$ cat src/rtl/swdseq_pkg.sv
package swdseq_pkg;

  localparam int SEG_LEN_W = 8;

  typedef enum logic [1:0] {
    SEQ_LR      = 2'd0,
    SEQ_LR_IDLE = 2'd1,
    SEQ_WAKE    = 2'd2,
    SEQ_J2S     = 2'd3
  } seq_code_e;

  typedef enum logic {
    ST_IDLE = 1'b0,
    ST_RUN  = 1'b1
  } run_state_e;

  typedef struct packed {
    logic                 is_const;
    logic                 level;
    logic [31:0]          bits;
    logic [SEG_LEN_W-1:0] len;
    logic                 last;
  } seg_t;

endpackage

$ cat src/rtl/swdseq_segrom.sv
module swdseq_segrom
  import swdseq_pkg::*;
#(
  parameter int           LR_HIGH_BITS = 60,
  parameter int           IDLE_BITS    = 4,
  parameter logic [127:0] ALERT_SEQ    = 128'h19BC0EA2_E3DDAFE9_86852D95_6209F392,
  parameter logic [7:0]   ACT_CODE     = 8'h1A,
  parameter logic [15:0]  J2S_SEQ      = 16'hE79E
) (
  input  seq_code_e  sel_i,
  input  logic [3:0] idx_i,
  output seg_t       seg_o
);

  localparam logic [SEG_LEN_W-1:0] HIGH_LEN = SEG_LEN_W'(LR_HIGH_BITS);
  localparam logic [SEG_LEN_W-1:0] IDLE_LEN = SEG_LEN_W'(IDLE_BITS);

  function automatic seg_t level_seg(input logic lvl, input logic [SEG_LEN_W-1:0] n,
                                     input logic fin);
    seg_t s;
    s.is_const = 1'b1;
    s.level    = lvl;
    s.bits     = {32{lvl}};
    s.len      = n;
    s.last     = fin;
    return s;
  endfunction

  function automatic seg_t word_seg(input logic [31:0] w, input logic [SEG_LEN_W-1:0] n);
    seg_t s;
    s.is_const = 1'b0;
    s.level    = 1'b0;
    s.bits     = w;
    s.len      = n;
    s.last     = 1'b0;
    return s;
  endfunction

  always_comb begin
    seg_o = level_seg(1'b0, SEG_LEN_W'(1), 1'b1);
    unique case (sel_i)
      SEQ_LR: begin
        seg_o = level_seg(1'b1, HIGH_LEN, 1'b1);
      end
      SEQ_LR_IDLE: begin
        if (idx_i == 4'd0) seg_o = level_seg(1'b1, HIGH_LEN, 1'b0);
        else               seg_o = level_seg(1'b0, IDLE_LEN, 1'b1);
      end
      SEQ_WAKE: begin
        case (idx_i)
          4'd0:    seg_o = level_seg(1'b1, HIGH_LEN, 1'b0);
          4'd1:    seg_o = word_seg(ALERT_SEQ[31:0],   SEG_LEN_W'(32));
          4'd2:    seg_o = word_seg(ALERT_SEQ[63:32],  SEG_LEN_W'(32));
          4'd3:    seg_o = word_seg(ALERT_SEQ[95:64],  SEG_LEN_W'(32));
          4'd4:    seg_o = word_seg(ALERT_SEQ[127:96], SEG_LEN_W'(32));
          4'd5:    seg_o = word_seg({20'd0, ACT_CODE, 4'd0}, SEG_LEN_W'(12));
          4'd6:    seg_o = level_seg(1'b1, HIGH_LEN, 1'b0);
          default: seg_o = level_seg(1'b0, IDLE_LEN, 1'b1);
        endcase
      end
      SEQ_J2S: begin
        case (idx_i)
          4'd0:    seg_o = level_seg(1'b1, HIGH_LEN, 1'b0);
          4'd1:    seg_o = word_seg({16'd0, J2S_SEQ}, SEG_LEN_W'(16));
          4'd2:    seg_o = level_seg(1'b1, HIGH_LEN, 1'b0);
          default: seg_o = level_seg(1'b0, IDLE_LEN, 1'b1);
        endcase
      end
      default: ;
    endcase
  end

endmodule

$ cat src/rtl/swdseq_shifter.sv
module swdseq_shifter
  import swdseq_pkg::*;
#(
  parameter int HALF_CYC = 1
) (
  input  logic                 clk,
  input  logic                 rst_n,
  input  logic                 load_i,
  input  logic                 ld_const_i,
  input  logic                 ld_level_i,
  input  logic [31:0]          ld_bits_i,
  input  logic [SEG_LEN_W-1:0] ld_len_i,
  output logic                 sclk_o,
  output logic                 sdo_o,
  output logic                 active_o,
  output logic                 seg_end_o
);

  localparam int HC_W = (HALF_CYC > 1) ? $clog2(HALF_CYC) : 1;

  logic                 active_q, active_d;
  logic                 phase_q, phase_d;
  logic                 fill_q, fill_d;
  logic [31:0]          sh_q, sh_d;
  logic [SEG_LEN_W-1:0] cnt_q, cnt_d;
  logic                 half_end;

  generate
    if (HALF_CYC == 1) begin : g_nodiv
      assign half_end = 1'b1;
    end else begin : g_div
      logic [HC_W-1:0] hc_q, hc_d;
      always_comb begin
        hc_d = hc_q;
        if (load_i)                  hc_d = '0;
        else if (active_q) begin
          if (hc_q == HC_W'(HALF_CYC - 1)) hc_d = '0;
          else                             hc_d = hc_q + HC_W'(1);
        end
      end
      always_ff @(posedge clk or negedge rst_n) begin
        if (!rst_n) hc_q <= '0;
        else        hc_q <= hc_d;
      end
      assign half_end = (hc_q == HC_W'(HALF_CYC - 1));
    end
  endgenerate

  assign seg_end_o = active_q & phase_q & half_end & (cnt_q == '0);

  always_comb begin
    active_d = active_q;
    phase_d  = phase_q;
    fill_d   = fill_q;
    sh_d     = sh_q;
    cnt_d    = cnt_q;
    if (load_i) begin
      active_d = 1'b1;
      phase_d  = 1'b0;
      fill_d   = ld_const_i & ld_level_i;
      sh_d     = ld_const_i ? {32{ld_level_i}} : ld_bits_i;
      cnt_d    = ld_len_i - SEG_LEN_W'(1);
    end else if (active_q && half_end) begin
      if (!phase_q) begin
        phase_d = 1'b1;
      end else begin
        phase_d = 1'b0;
        if (cnt_q == '0) begin
          active_d = 1'b0;
        end else begin
          cnt_d = cnt_q - SEG_LEN_W'(1);
          sh_d  = {fill_q, sh_q[31:1]};
        end
      end
    end
  end

  always_ff @(posedge clk or negedge rst_n) begin
    if (!rst_n) begin
      active_q <= 1'b0;
      phase_q  <= 1'b0;
      fill_q   <= 1'b0;
      sh_q     <= '0;
      cnt_q    <= '0;
    end else begin
      active_q <= active_d;
      phase_q  <= phase_d;
      fill_q   <= fill_d;
      sh_q     <= sh_d;
      cnt_q    <= cnt_d;
    end
  end

  assign sclk_o   = phase_q;
  assign sdo_o    = sh_q[0];
  assign active_o = active_q;


  data_stable_rise_chk: assert property (@(posedge clk) disable iff (!rst_n)
    $rose(phase_q) |-> $stable(sh_q[0]));


  clock_falls_after_seg_chk: assert property (@(posedge clk) disable iff (!rst_n)
    seg_end_o |=> !phase_q);

endmodule

$ cat src/rtl/swd_wake_seq.sv
module swd_wake_seq
  import swdseq_pkg::*;
#(
  parameter int           LR_HIGH_BITS = 60,
  parameter int           IDLE_BITS    = 4,
  parameter int           HALF_CYC     = 1,
  parameter logic [127:0] ALERT_SEQ    = 128'h19BC0EA2_E3DDAFE9_86852D95_6209F392,
  parameter logic [7:0]   ACT_CODE     = 8'h1A,
  parameter logic [15:0]  J2S_SEQ      = 16'hE79E
) (
  input  logic       clk,
  input  logic       rst_n,
  input  logic       start_i,
  input  logic [1:0] seq_sel_i,
  input  logic       eng_swclk_i,
  input  logic       eng_swdio_i,
  input  logic       eng_swdio_oe_i,
  output logic       swclk_o,
  output logic       swdio_o,
  output logic       swdio_oe_o,
  output logic       own_o,
  output logic       done_o
);

  run_state_e state_q, state_d;
  seq_code_e  sel_q, sel_d;
  logic [3:0] idx_q, idx_d;
  logic       last_q, last_d;
  logic       done_q, done_d;

  seq_code_e  rom_sel;
  logic [3:0] rom_idx;
  seg_t       seg;

  logic launch, advance, finish, load;
  logic sh_clk, sh_dat, sh_active, seg_end;

  assign rom_sel = (state_q == ST_IDLE) ? seq_code_e'(seq_sel_i) : sel_q;
  assign rom_idx = (state_q == ST_IDLE) ? 4'd0 : idx_q + 4'd1;

  swdseq_segrom #(
    .LR_HIGH_BITS(LR_HIGH_BITS),
    .IDLE_BITS   (IDLE_BITS),
    .ALERT_SEQ   (ALERT_SEQ),
    .ACT_CODE    (ACT_CODE),
    .J2S_SEQ     (J2S_SEQ)
  ) u_rom (
    .sel_i(rom_sel),
    .idx_i(rom_idx),
    .seg_o(seg)
  );

  assign launch  = (state_q == ST_IDLE) & start_i;
  assign advance = (state_q == ST_RUN) & seg_end & ~last_q;
  assign finish  = (state_q == ST_RUN) & seg_end & last_q;
  assign load    = launch | advance;

  swdseq_shifter #(
    .HALF_CYC(HALF_CYC)
  ) u_shift (
    .clk       (clk),
    .rst_n     (rst_n),
    .load_i    (load),
    .ld_const_i(seg.is_const),
    .ld_level_i(seg.level),
    .ld_bits_i (seg.bits),
    .ld_len_i  (seg.len),
    .sclk_o    (sh_clk),
    .sdo_o     (sh_dat),
    .active_o  (sh_active),
    .seg_end_o (seg_end)
  );

  always_comb begin
    state_d = state_q;
    sel_d   = sel_q;
    idx_d   = idx_q;
    last_d  = last_q;
    done_d  = finish;
    if (launch) begin
      state_d = ST_RUN;
      sel_d   = seq_code_e'(seq_sel_i);
      idx_d   = 4'd0;
    end else if (advance) begin
      idx_d = idx_q + 4'd1;
    end else if (finish) begin
      state_d = ST_IDLE;
    end
    if (load) last_d = seg.last;
  end

  always_ff @(posedge clk or negedge rst_n) begin
    if (!rst_n) begin
      state_q <= ST_IDLE;
      sel_q   <= SEQ_LR;
      idx_q   <= 4'd0;
      last_q  <= 1'b0;
      done_q  <= 1'b0;
    end else begin
      state_q <= state_d;
      sel_q   <= sel_d;
      idx_q   <= idx_d;
      last_q  <= last_d;
      done_q  <= done_d;
    end
  end

  assign own_o      = (state_q == ST_RUN);
  assign done_o     = done_q;
  assign swclk_o    = own_o ? sh_clk : eng_swclk_i;
  assign swdio_o    = own_o ? sh_dat : eng_swdio_i;
  assign swdio_oe_o = own_o ? 1'b1   : eng_swdio_oe_i;


  done_single_chk: assert property (@(posedge clk) disable iff (!rst_n)
    done_q |=> !done_q);


  done_after_run_chk: assert property (@(posedge clk) disable iff (!rst_n)
    $rose(done_q) |-> $past(own_o));


  own_has_shifter_chk: assert property (@(posedge clk) disable iff (!rst_n)
    own_o |-> sh_active);


  busy_start_chk: assert property (@(posedge clk) disable iff (!rst_n)
    (own_o && start_i && !finish) |=> (own_o && $stable(sel_q)));

endmodule

$ cat config.mk
export PLATFORM = sky130hd
export DESIGN_NAME = swd_wake_seq
export DESIGN_NICKNAME = d
export VERILOG_FILES = /design/src/rtl/swdseq_pkg.sv /design/src/rtl/swdseq_segrom.sv /design/src/rtl/swdseq_shifter.sv /design/src/rtl/swd_wake_seq.sv
export SDC_FILE = /design/constraint.sdc
export NUM_CORES = 1
export LEC_CHECK = 0
export BUFFER_PORTS_ARGS = -buffer_cell sky130_fd_sc_hd__buf_4
export CAP_MARGIN = 10
export CORE_UTILIZATION = 30
export DETAILED_ROUTE_END_ITERATION = 12
export PLACE_DENSITY = 0.49
export SLEW_MARGIN = 20
export SYNTH_ARGS = -nofsm -noshare
export SYNTH_HDL_FRONTEND = slang
export SYNTH_SLANG_ARGS = --single-unit
export TNS_END_PERCENT = 5
$ cat constraint.sdc
create_clock -name clk -period 3.84 [get_ports clk]
set_input_delay 0 -clock clk [delete_from_list [all_inputs] [get_ports clk]]
set_output_delay 0 -clock clk [all_outputs]
set_load 0.01 [all_outputs]
==> results of run 1 <==
cells by family after synthesis:
group | after synthesis | synth area share
compound gates | 138 | 0.267
xor+xnor | 8 | 0.0226
fa+ha+maj | 2 | 0.00730
buf+inv | 35 | 0.0493
flops | 52 | 0.379
mux | 5 | 0.0164
simple gates | 185 | 0.258
metal layers:
layer / vias to the layer above / track usage / share of wire
met5: - / 0 / 0
met4: 0 / 0.0521 / 0.019
met3: 15 / 0.0185 / 0.035
met2: 85 / 0.279 / 0.45
met1: 1578 / 0.265 / 0.49
li1: 1534 / - / -
final timing paths:
kind,startpoint,endpoint,slack [ns]
max,idx_q[1],u_shift.sh_q[28],0.56
min,eng_swdio_oe_i,swdio_oe_o,0.26
max reg2reg,idx_q[1],u_shift.sh_q[28],0.56
min reg2reg,u_shift.sh_q[22],u_shift.sh_q[22],0.51
max in group asynchronous,rst_n,u_shift.sh_q[1],3.09
min in group asynchronous,rst_n,u_shift.cnt_q[0],0.29
area by class of cell:
class / count / area, um^2 / area share
timing repair buffer: 23 / 183 / 0.0481
tap: 140 / 175 / 0.0461
sequential: 52 / 1300 / 0.342
multi-input combinational: 338 / 1960 / 0.517
inverter: 8 / 30.0 / 0.00790
clock inverter: 3 / 22.5 / 0.00593
clock buffer: 5 / 125 / 0.0329
cell usage in the layout, fill, tap and decap left out, drive strengths merged, types with 5 or more instances in the layout:
master	synthesis	layout
nand3	15	15
a31oi	16	16
xnor2	5	5
o22a	7	7
nor2	58	58
a21o	6	6
nand2	62	62
and2	6	6
a21oi	36	36
o21ai	39	39
nand2b	5	5
o31ai	5	5
buf	13	19
dfrtp	52	52
nor3	7	7
clkbuf	14	5
inv	8	9
synthesized netlist by cell type, types with 4 or more instances:
cell and count:
nand2_1 61, nor2_1 58, dfrtp_1 52, a21oi_1 36
o21ai_0 34, a31oi_1 15, nand3_1 15, clkbuf_1 14
inv_1 7, nor3_1 7, o22a_1 7, and2_1 6
buf_2 6, nand2b_1 5, o21ai_1 5, a21o_1 4
buf_4 4, nand4_1 4, o31ai_1 4, xnor2_1 4
per-stage QoR:
stage	power (uW)	hold WS, ns	instance area, um^2
after global routing	3210	0.288	3800
after detailed placement	2480	0.0986	3610
final	2950	0.264	3800
after global placement	2480	0.0950	3610
after floorplan	2070	-0.296	3430
after CTS	2950	0.267	3800
flip-flops by register name, indices dropped and copies added, names as in the netlist:
name	cells
u_shift.sh_q	32
u_shift.cnt_q	8
idx_q	4
sel_q	2
done_o	1
last_q	1
own_o	1
u_shift.active_o	1
u_shift.fill_q	1
u_shift.sclk_o	1
critical path: cells and delay by family (launching register included):
family	cells	cell delay, ns
flip-flops	1	0.56
AO/OA/AOI/OAI	4	1.17
AND/OR/NAND/NOR	2	0.88
adder cells (fa/ha/maj)	1	0.59
power by group:
part	total, uW	internal (uW)	switching (uW)	leakage (uW)
registers	979	784	194	0.000590
clock network	459	245	215	0.0000742
logic	1520	581	935	0.000885
==> out/qor.csv, run 1 <==
metric,value,unit
outcome,finished clean,
antenna_violations_before_repair,0,
placed_cells_incl_taps,557,
design.portCount,13,
post-route-drc-count,0,
cts_sinks,52,
grt_setup_unrepaired,no,
postCtsHoldBufs,4,
max-cap-violations,0,
die_area,11900,um^2
maxSlewHeadroom,0.323,
grt_pass1_wl,16600,um
timing.critical_path.from_type,register,
port-buffer-count,12,
critPathSlowestCell,ha_1,
worst_clock_skew,0.00756,ns
fin_util,0.346,
worstSetupPathType,reg -> reg,
worst_slew_pin_slew,1.01,ns
power_density,777,nW/um^2
worst-endpoint-required,4.06,ns
rr_worst_depth,7,
netlist-cell-type-count,72,
fp.coreArea,11000,um^2
worst_ep_arrival_time,3.50,ns
cp_endpoint_kind,register,
dpl.hpwl,6920,um
wl,9920,um
core.rowCount,38,
cell_types_with_the_largest_area_share_after_synthesis,"dfrtp_1, nand2_1, nor2_1",
synthCells,425,
final_layout_size_suffix_gt1_frac,0.119,
post-cts-setup-buffer-count,0,
clk-insertion-delay-late,0.29,ns
peak_clock_frequency_supported_by_timing,0.305,GHz
route.vias.total,3212,
fillCellCount,1159,
finalNonFillerCells,569,
clkTransAtPathRegs,0.08,ns
vdd_drop_max,0.265,mV
whs_path_depth,3,
finalWeightedCongestion,0.911,
cts_buffer_depth,2,
leakagePower,0.00155,uW
post_synth_instance_area,3430,um^2
die_width,109,um
setup-violations-final,0,
hold_path.class,in -> out,
ant_nets,0,
h-tree-depth,2,
syn-num-nets,435,
num-nets-final,438,
period_minus_slack,3.28,ns
cts_buffer_count,5,
drt_first_pass_iters,5,
synth_warnings,0,
worstPathCellList,"ha_1, nor3b_1, o21ai_1, or4_4, a211oi_4, o31ai_1, a21oi_1",
synth_enable_flop_cells,0,
grt_max_degree,53,
ys.flop_type,dfrtp_1,
highest_fanout_seen_on_the_critical_path,16,
routed_via_density,5.64,
tritoncts,yes,
areaGrowthSynthToFinish,10.8,%
synth_sequential_area_ratio,0.379,
postSynthRegisterBits,52,
synth.top_cell.area_share,0.379,
cts.root.buffer_cell,clkbuf_16,
global_route.overflow_total,0,
finalSetupTns,0,ns
final_hold_viol_count,0,
initial_core_util,0.312,
async_flop_share,1.00,
detailedPlace.worstSlack,0.600,ns
antennaDiodeCount,0,
avgRoutedWirePerCell,17.4,um
final_min_period_over_clock_period,0.854,
grt_usage,0.181,
layout_setup_ws,0.559,ns
initialDrtViolationCount,258,
cts.repair.resized,0,
synth_top_cell_by_area,dfrtp_1,
synth_area_per_cell,8.07,um^2
die-height,109,um
timing.final.max_slew_violations,0,
first_global_vias,3114,
slowest_delay,0.59,ns
Power figures use the tool's default switching activity.
==> inputs of run 2 (changes only) <==
clock period = 3.4 ns   (was 3.84 ns; I/O delays follow)
==> run 2 against run 1 <==
Net effect: count of clock-buffer cells in the layout rose by 1; critical path depth rose by 2; utilization rose by 0.54 points; highest routed layer unchanged; non-clock buffer count increased by 8; maximum frequency grew 5.1%; global-route usage is 0.31 points higher; routed wire length increased by 1.5%; via count rose by 1.0%.
==> out/qor.csv, run 2 (same netlist as run 1, synthesis figures left out) <==
metric,value,unit,change
die-height,109,um,unchanged
largest_register_by_flop_count,u_shift.sh_q,,unchanged
post-route-drc-count,0,,unchanged
initialDrtViolationCount,301,,was 258
global_route.overflow_total,0,,unchanged
cts_buffer_depth,2,,unchanged
initial_core_util,0.312,,unchanged
highest_fanout_seen_on_the_critical_path,11,,was 16
outcome,finished clean,,unchanged
core.rowCount,38,,unchanged
clk-insertion-delay-late,0.29,ns,about the same
drt_first_pass_iters,4,,was 5
antennaDiodeCount,0,,unchanged
die_area,11900,um^2,unchanged
areaGrowthSynthToFinish,12.5,%,was 10.8%
worst_ep_arrival_time,3.29,ns,was 3.50 ns
route.vias.total,3245,,was 3212
placed_cells_incl_taps,563,,was 557
largest_register_ffs,32,,unchanged
power_density,869,nW/um^2,was 777 nW/um^2
finalWeightedCongestion,0.929,,was 0.911
routed_via_density,5.62,,was 5.64
maxSlewHeadroom,0.385,,was 0.323
dpl.hpwl,7110,um,was 6920 um
finalNonFillerCells,577,,was 569
timing.critical_path.from_type,register,,unchanged
die_width,109,um,unchanged
wl,10100,um,was 9920 um
h-tree-depth,2,,unchanged
final_min_period_over_clock_period,0.918,,was 0.854
largest_registers,"u_shift.sh_q x32, u_shift.cnt_q x8, idx_q x4",,unchanged
num-nets-final,446,,was 438
grt_pass1_wl,16700,um,was 16600 um
worst-endpoint-required,3.57,ns,was 4.06 ns
mostFrequentLayoutCells,"nand2_1, nor2_1, dfrtp_1, a21oi_1, o21ai_0",,unchanged
grt_max_degree,53,,unchanged
avgRoutedWirePerCell,17.5,um,was 17.4 um
worst_clock_skew,0.0134,ns,was 0.00756 ns
mostFrequentLayoutCell,nand2_1,,unchanged
grt_usage,0.184,,was 0.181
hold_ws,0.264,ns,about the same
final_layout_size_suffix_gt1_frac,0.133,,was 0.119
cts_buffer_count,5,,unchanged
cts.root.buffer_cell,clkbuf_16,,unchanged
hold_path.class,in -> out,,unchanged
cts_sinks,52,,unchanged
period_minus_slack,3.12,ns,was 3.28 ns
antenna_violations_before_repair,0,,unchanged
ant_nets,0,,unchanged
tritoncts,yes,,unchanged
vdd_drop_max,0.299,mV,was 0.265 mV
fp.coreArea,11000,um^2,unchanged
leakagePower,0.00158,uW,was 0.00155 uW
peak_clock_frequency_supported_by_timing,0.320,GHz,was 0.305 GHz
setup-violations-final,0,,unchanged
grt_setup_unrepaired,no,,unchanged
final_hold_viol_count,0,,unchanged
finalSetupTns,0,ns,unchanged
design.portCount,13,,unchanged
cp_endpoint_kind,register,,unchanged
max-cap-violations,0,,unchanged
first_global_vias,3033,,was 3114
fin_util,0.351,,was 0.346
total_power,3350,uW,was 2950 uW
timing.final.max_slew_violations,0,,unchanged
worst_slew_pin_slew,0.919,ns,was 1.01 ns
worstSetupPathType,reg -> reg,,unchanged
clkTransAtPathRegs,0.07,ns,was 0.08 ns
port-buffer-count,12,,unchanged
[run 2: power by group]
group | internal [uW] | switching, uW | total, uW
Clock | 275 | 233 | 509
Sequential | 886 | 210 | 1100
Combinational | 676 | 1070 | 1750
Total | 1840 | 1520 | 3350
[run 2: per-stage QoR]
step                cell area (um^2)  worst slack [ns]
floorplan                       3430             0.919
global placement                3660             0.215
detailed placement              3660             0.115
CTS                             3840             0.121
global route                    3860            0.0870
finish                          3860             0.278
[run 2: worst paths after layout]
check / endpoint / cells after the start / from / slack (ns)
max in group asynchronous: u_shift.sh_q[31] / 2 / rst_n / 2.64
min in group asynchronous: u_shift.cnt_q[1] / 2 / rst_n / 0.30
worst max register to register: u_shift.cnt_q[6] / 9 / idx_q[1] / 0.28
worst min register to register: u_shift.sh_q[6] / 1 / u_shift.sh_q[6] / 0.51
worst min-delay path: swdio_oe_o / 3 / eng_swdio_oe_i / 0.26
worst max-delay path: u_shift.cnt_q[6] / 9 / idx_q[1] / 0.28
[run 2: worst max-delay path, cell delays in order, from the launching register on]
cell	delay [ns]
dfrtp_1	0.54
ha_1	0.41
buf_4	0.22
xnor2_1	0.17
nand4b_1	0.21
a22o_1	0.21
or3b_1	0.45
o31ai_2	0.40
nand4_1	0.18
xor2_1	0.21
[run 2: final cells by class]
class | count | area (um^2)
Clock buffer | 6 | 129
Clock inverter | 2 | 16.3
Fill cell | 1145 | 7120
Inverter | 8 | 30.0
Multi-Input combinational cell | 338 | 1960
Sequential cell | 52 | 1300
Tap cell | 140 | 175
Timing Repair Buffer | 31 | 243
[run 2: what timing repair did]
| item | CTS | global route |
|---|---|---|
| hold buffers | 4 | 0 |
| endpoints found under the hold margin | 55 | 0 |
| buffers inserted | 0 | 2 |
| resized for setup | 0 | 1 |
| setup endpoints to repair | 0 | 10 |
[run 2: routing by layer]
metal / vias up / global-route usage / routed length (um)
li1: 1550 / - / -
met1: 1589 / 0.272 / 4860
met3: 8 / 0.0221 / 516
met2: 98 / 0.277 / 4570
met4: 0 / 0.0560 / 130
met5: - / 0 / 0
